$ cat src/rtl/cfgrec_pkg.sv
package cfgrec_pkg;

    localparam int          REC_BYTES = 4;
    localparam logic [7:0]  REC_SIZE  = 8'd4;
    localparam logic [15:0] CRC_POLY  = 16'h8408;

    typedef enum logic [2:0] {
        ST_RD    = 3'd0,
        ST_CAP   = 3'd1,
        ST_CHECK = 3'd2,
        ST_WR    = 3'd3,
        ST_IDLE  = 3'd4
    } st_e;

    // byte i of the record sits at bits [8i+7:8i]
    typedef struct packed {
        logic [15:0] crc;
        logic [7:0]  speed;
        logic [7:0]  size;
    } rec_t;

    function automatic logic [15:0] crc_step(input logic [15:0] c_in, input logic [7:0] b);
        logic [15:0] c;
        c = c_in ^ {8'h00, b};
        for (int k = 0; k < 8; k++) begin
            c = c[0] ? ((c >> 1) ^ CRC_POLY) : (c >> 1);
        end
        return c;
    endfunction

endpackage

$ cat src/rtl/cfgrec_crc_chain.sv
module cfgrec_crc_chain
    import cfgrec_pkg::*;
#(
    parameter int NB = 2
) (
    input  logic [15:0]       seed,
    input  logic [8*NB-1:0]   bytes_in,
    output logic [15:0]       crc_out
);
    logic [15:0] stage [0:NB];

    assign stage[0] = seed;

    for (genvar g = 0; g < NB; g++) begin : g_step
        assign stage[g+1] = crc_step(stage[g], bytes_in[8*g +: 8]);
    end

    assign crc_out = stage[NB];
endmodule

$ cat src/rtl/cfgrec_req_hold.sv
module cfgrec_req_hold #(
    parameter int VW = 8
) (
    input  logic          clk,
    input  logic          rst,
    input  logic          req,
    input  logic [VW-1:0] req_val,
    input  logic          take,
    output logic          want,
    output logic [VW-1:0] want_val
);
    logic          pend_q;
    logic [VW-1:0] pend_val_q;

    assign want     = req | pend_q;
    assign want_val = req ? req_val : pend_val_q;

    always_ff @(posedge clk) begin
        if (rst) begin
            pend_q     <= 1'b0;
            pend_val_q <= '0;
        end else if (take) begin
            pend_q <= 1'b0;
        end else if (req) begin
            pend_q     <= 1'b1;
            pend_val_q <= req_val;
        end
    end
endmodule

$ cat src/rtl/cfg_record_store.sv
module cfg_record_store
    import cfgrec_pkg::*;
#(
    parameter int         AW            = 8,
    parameter logic [7:0] DEFAULT_SPEED = 8'h00
) (
    input  logic          clk,
    input  logic          rst,
    input  logic          store_req,
    input  logic [7:0]    store_speed,
    output logic [7:0]    speed,
    output logic          busy,
    output logic          valid,
    output logic [AW-1:0] mem_addr,
    output logic          mem_rd_en,
    input  logic [7:0]    mem_rd_data,
    output logic          mem_wr_en,
    output logic [7:0]    mem_wr_data,
    input  logic          mem_wr_ready
);
    localparam int IW = $clog2(REC_BYTES);
    localparam logic [IW-1:0] LAST_IDX = IW'(REC_BYTES - 1);

    st_e           st;
    logic [IW-1:0] idx;
    rec_t          rec;
    logic [15:0]   crc_acc;
    logic [7:0]    speed_q;
    logic          valid_q;

    logic [15:0]   crc_next;
    logic [15:0]   store_crc;
    logic [15:0]   dflt_crc;
    logic          want;
    logic [7:0]    want_val;
    logic          rec_ok;
    logic          done_now;
    logic          start_store;

    // running residue while the record is read in
    cfgrec_crc_chain #(.NB(1)) u_crc_load (
        .seed     (crc_acc),
        .bytes_in (mem_rd_data),
        .crc_out  (crc_next)
    );

    // checksum of a freshly requested record
    cfgrec_crc_chain #(.NB(2)) u_crc_store (
        .seed     (16'h0000),
        .bytes_in ({want_val, REC_SIZE}),
        .crc_out  (store_crc)
    );

    // checksum of the fallback record
    cfgrec_crc_chain #(.NB(2)) u_crc_dflt (
        .seed     (16'h0000),
        .bytes_in ({DEFAULT_SPEED, REC_SIZE}),
        .crc_out  (dflt_crc)
    );

    cfgrec_req_hold #(.VW(8)) u_hold (
        .clk      (clk),
        .rst      (rst),
        .req      (store_req),
        .req_val  (store_speed),
        .take     (start_store),
        .want     (want),
        .want_val (want_val)
    );

    assign rec_ok      = (crc_acc == 16'h0000) && (rec.size == REC_SIZE);
    assign done_now    = ((st == ST_CHECK) && rec_ok) ||
                         ((st == ST_WR) && mem_wr_ready && (idx == LAST_IDX));
    assign start_store = want && ((st == ST_IDLE) || done_now);

    assign mem_rd_en   = (st == ST_RD);
    assign mem_wr_en   = (st == ST_WR) && mem_wr_ready;
    assign mem_addr    = AW'(idx);
    assign mem_wr_data = rec[{idx, 3'b000} +: 8];

    assign busy  = (st != ST_IDLE);
    assign valid = valid_q;
    assign speed = speed_q;

    always_ff @(posedge clk) begin
        if (rst) begin
            st      <= ST_RD;
            idx     <= '0;
            rec     <= '0;
            crc_acc <= 16'h0000;
            speed_q <= DEFAULT_SPEED;
            valid_q <= 1'b0;
        end else begin
            unique case (st)
                ST_RD: st <= ST_CAP;
                ST_CAP: begin
                    rec[{idx, 3'b000} +: 8] <= mem_rd_data;
                    crc_acc <= crc_next;
                    idx     <= idx + 1'b1;
                    st      <= (idx == LAST_IDX) ? ST_CHECK : ST_RD;
                end
                ST_CHECK: begin
                    if (rec_ok) begin
                        speed_q <= rec.speed;
                        valid_q <= 1'b1;
                        st      <= ST_IDLE;
                    end else begin
                        rec     <= '{crc: dflt_crc, speed: DEFAULT_SPEED, size: REC_SIZE};
                        speed_q <= DEFAULT_SPEED;
                        idx     <= '0;
                        st      <= ST_WR;
                    end
                end
                ST_WR: begin
                    if (mem_wr_ready) begin
                        idx <= idx + 1'b1;
                        if (idx == LAST_IDX) begin
                            valid_q <= 1'b1;
                            st      <= ST_IDLE;
                        end
                    end
                end
                default: st <= ST_IDLE;
            endcase

            if (start_store) begin
                rec     <= '{crc: store_crc, speed: want_val, size: REC_SIZE};
                speed_q <= want_val;
                idx     <= '0;
                st      <= ST_WR;
            end
        end
    end
endmodule

$ cat config.mk
export PLATFORM = sky130hd
export DESIGN_NAME = cfg_record_store
export DESIGN_NICKNAME = d
export VERILOG_FILES = /design/src/rtl/cfgrec_pkg.sv /design/src/rtl/cfgrec_crc_chain.sv /design/src/rtl/cfgrec_req_hold.sv /design/src/rtl/cfg_record_store.sv
export SDC_FILE = /design/constraint.sdc
export NUM_CORES = 1
export LEC_CHECK = 0
export ABC_AREA = 1
export BUFFER_PORTS_ARGS = -buffer_cell sky130_fd_sc_hd__buf_2
export CORE_ASPECT_RATIO = 1.4
export CORE_MARGIN = 1
export CORE_UTILIZATION = 45
export DETAILED_ROUTE_END_ITERATION = 10
export GPL_TIMING_DRIVEN = 1
export PLACE_DENSITY = 0.67
export SLEW_MARGIN = 10
export SYNTH_ARGS = -nofsm -noshare
export SYNTH_HDL_FRONTEND = slang
export SYNTH_SLANG_ARGS = --single-unit
export TNS_END_PERCENT = 20
$ cat constraint.sdc
create_clock -name clk -period 2.47 [get_ports clk]
set_clock_uncertainty 0.2 [all_clocks]
set_input_delay 0.1235 -clock clk [delete_from_list [all_inputs] [get_ports clk]]
set_output_delay 0.1235 -clock clk [all_outputs]
set_load 0.01 [all_outputs]
==> impl_metrics.env <==
export IMPL_holdCritPathClass="in -> reg"
export IMPL_hold_violations=0
export IMPL_fin_crit_sh=0.888
export IMPL_grt_pass1_wl_microns=19700
export IMPL_power_density_nw_per_um2=679
export IMPL_final_common_cell="nand2_1"
export IMPL_initial_core_util=0.463
export IMPL_track_usage=0.261
export IMPL_seq_area_sq_um=1420
export IMPL_pwr_share_clk=0.394
export IMPL_switchingPower_uw=985
export IMPL_setup_violations=0
export IMPL_crit_buf_inv=2
export IMPL_synth_top_area_cell="dfxtp_1"
export IMPL_tns_ps=0
export IMPL_grt_overflow_total=0
export IMPL_p_comb_frac=0.215
export IMPL_place_gp_congestion=0.901
export IMPL_fmax_ghz=0.456
export IMPL_cp_end_kind="register"
export IMPL_arrival_ps=2260
export IMPL_path_common_cell="nor2_1"
export IMPL_multiInputGateArea_sq_um=2310
export IMPL_cts_root_buf="clkbuf_16"
export IMPL_post_route_min_period_ps=2190
export IMPL_wirelength_microns=11800
export IMPL_crit_chain="nor2_1, nand2_1, nor2_1, nand4_4, nand2_2, nand2_4, inv_2, buf_4, o21ai_0, a21oi_1"
export IMPL_die_w_microns=83.2
export IMPL_seq_area_frac_synth=0.342
export IMPL_clk_pin_slew_ps=60
export IMPL_p_int_uw=2290
export IMPL_final_cell_mix="nand2_1, nor2_1, dfxtp_1"
export IMPL_num_nets_final=709
export IMPL_fill_cells=898
export IMPL_first_global_vias=4058
export IMPL_worst_path_max_fanout=21
export IMPL_via_count=4268
export IMPL_layout_drive_gt1_share=0.131
export IMPL_cp_slowest_cell="dfxtp_1"
export IMPL_ir_worst_vdd_uv=405
export IMPL_synth_seq_cells=71
export IMPL_ff2ff_path_depth=10
export IMPL_grt_max_degree=36
export IMPL_area_growth_pct=15.9
export IMPL_first_iter_violations=343
export IMPL_slew_violations=0
export IMPL_synth_top_area_frac=0.342
export IMPL_numPlacedInstances=772
export IMPL_postRouteAntennaNets=0
export IMPL_cts_made_buffers=9
export IMPL_worst_pin_slew_ps=556
export IMPL_core_sq_um=8980
export IMPL_place_detailed_hpwl_microns=8660
export IMPL_start_kind="register"
export IMPL_yosysWarnings=0
export IMPL_diodes=0
export IMPL_post_cts_buffers=0
export IMPL_fp_dieH_microns=116
export IMPL_die_area_sq_um=9630
export IMPL_io_buffers=41
export IMPL_status="finished, final reports clean"
export IMPL_slew_headroom=0.627
export IMPL_io_pin_count=48
export IMPL_drcViolationCount=0
export IMPL_syn_area_sq_um=4160
export IMPL_cts_tree="yes"
export IMPL_synth_cell_types=34
export IMPL_hold_depth=4
export IMPL_synth_area_top_cells="dfxtp_1, nand2_1, nor2_1"
export IMPL_first_pass_iters=6
export IMPL_seq_power_share=0.391
export IMPL_sw_frac_of_total=0.301
export IMPL_cpPeakStageDelay_ps=330
export IMPL_rows=41
export IMPL_syn_inst=640
export IMPL_critPathKind="reg -> reg"
export IMPL_clock_latency_ps=340
export IMPL_syn_area_per_cell_sq_um=6.50
export IMPL_max_cap_viol_count=0
export IMPL_critPathTopFamily="simple AND/OR/NAND/NOR gates"
export IMPL_route_detailed_wl_per_inst_microns=14.8
export IMPL_cts_path_max_buffers=2
export IMPL_leakagePower_uw=0.00230
export IMPL_antenna_found_initial=0
export IMPL_post_drt_via_cell_ratio=5.36
export IMPL_cts_sinks=71
export IMPL_rsz0062_at_grt="false"
export IMPL_worst_path_stages=10
export IMPL_final_cells=796
export IMPL_htreeDepth=3
export IMPL_crit_required_ps=2540
==> synthesized netlist by cell type <==
cell	instances
clkinv_1	2
inv_1	62
o21ai_0	64
nand2_1	125
nand3b_1	4
nor2_1	108
a21oi_1	53
nand2_2	4
nor4_1	2
buf_2	4
xor2_1	13
conb_1	1
ha_1	5
o21bai_1	1
dfxtp_1	71
buf_1	2
o21ai_2	1
or2_2	5
a311oi_1	1
inv_2	2
nand4_4	1
clkbuf_1	20
nand3_1	34
buf_4	8
a31oi_1	10
nor3_4	1
a211oi_1	1
o211ai_1	1
nor3_1	7
buf_6	4
xnor2_1	18
o21ai_1	2
nand4_1	1
nand2_4	2
==> per-stage QoR <==
step           power (uW)  hold WS (ps)  cell area, sq um   util  setup slack [ps]
2_1_floorplan        1780          79.5              4200      -              54.8
3_3_place_gp         1970           234              4450  0.496               349
3_5_place_dp         1980           237              4450  0.496               303
4_1_cts              3280          77.9              4820  0.537               287
5_1_grt              3430           106              4820  0.537              55.9
6_report             3270          68.1              4820  0.537               278
==> per-layer routing <==
| metal | vias to the layer above | global-route usage | wire length, microns |
|---|---|---|---|
| li1 | 2124 | - | - |
| met2 | 141 | 0.451 | 5770 |
| met3 | 39 | 0.0477 | 645 |
| met4 | 0 | 0.157 | 517 |
| met5 | - | 0 | 0 |
| met1 | 1964 | 0.303 | 4870 |
==> sequential cells by signal, indices dropped and copies added, names as in the netlist <==
register,count
idx,2
valid,1
u_hold.pend_val_q,8
speed,8
crc_acc,16
st,3
rec,32
u_hold.pend_q,1
==> power by group through the flow <==
| stage | Combinational [uW] | Clock (uW) | Sequential [uW] |
|---|---|---|---|
| floorplan | 494 | 0 | 1290 |
| global route | 787 | 1350 | 1290 |
| detailed placement | 680 | 0 | 1300 |
| global placement | 668 | 0 | 1300 |
| CTS | 696 | 1300 | 1280 |
| finish | 704 | 1290 | 1280 |
==> cell families (layout without fill, tap and decap cells) <==
group / count (synthesis) / in the layout / synth area share
AO/OA/AOI/OAI: 134 / 134 / 0.168
flip-flops: 71 / 71 / 0.342
XOR/XNOR: 31 / 31 / 0.0653
adder cells (fa/ha/maj): 5 / 5 / 0.0150
AND/OR/NAND/NOR: 294 / 294 / 0.299
buffers and inverters: 104 / 148 / 0.110
other: 1 / 6 / 0.000902
==> final cells by class <==
| class | count | area share |
|---|---|---|
| Clock buffer | 12 | 0.0511 |
| Clock inverter | 4 | 0.00934 |
| Inverter | 66 | 0.0514 |
| Multi-Input combinational cell | 470 | 0.480 |
| Sequential cell | 71 | 0.295 |
| Tap cell | 107 | 0.0278 |
| Timing Repair Buffer | 66 | 0.0856 |
==> worst reg2reg max path, stage by stage (launching register included) <==
cell and delay, ps:
dfxtp_1 330, nor2_1 180, nand2_1 90, nor2_1 220, nand4_4 130, nand2_2 120, nand2_4 160, inv_2 250
buf_4 220, o21ai_0 80, a21oi_1 140
==> final timing paths <==
check | from | slack (ps) | to
worst max-delay path | crc_acc[10] | 280 | u_hold.pend_val_q[5]
worst min-delay path | rst | 70 | idx[0]
worst max register to register | crc_acc[10] | 280 | u_hold.pend_val_q[5]
worst min register to register | u_hold.pend_val_q[6] | 250 | u_hold.pend_val_q[6]
==> repair_timing <==
| action | in CTS | in global routing |
|---|---|---|
| hold buffers | 8 | 0 |
| endpoints found under the hold margin | 8 | 0 |
| gates resized for setup | 0 | 0 |
No activity file was read; power rests on OpenSTA's default activity.
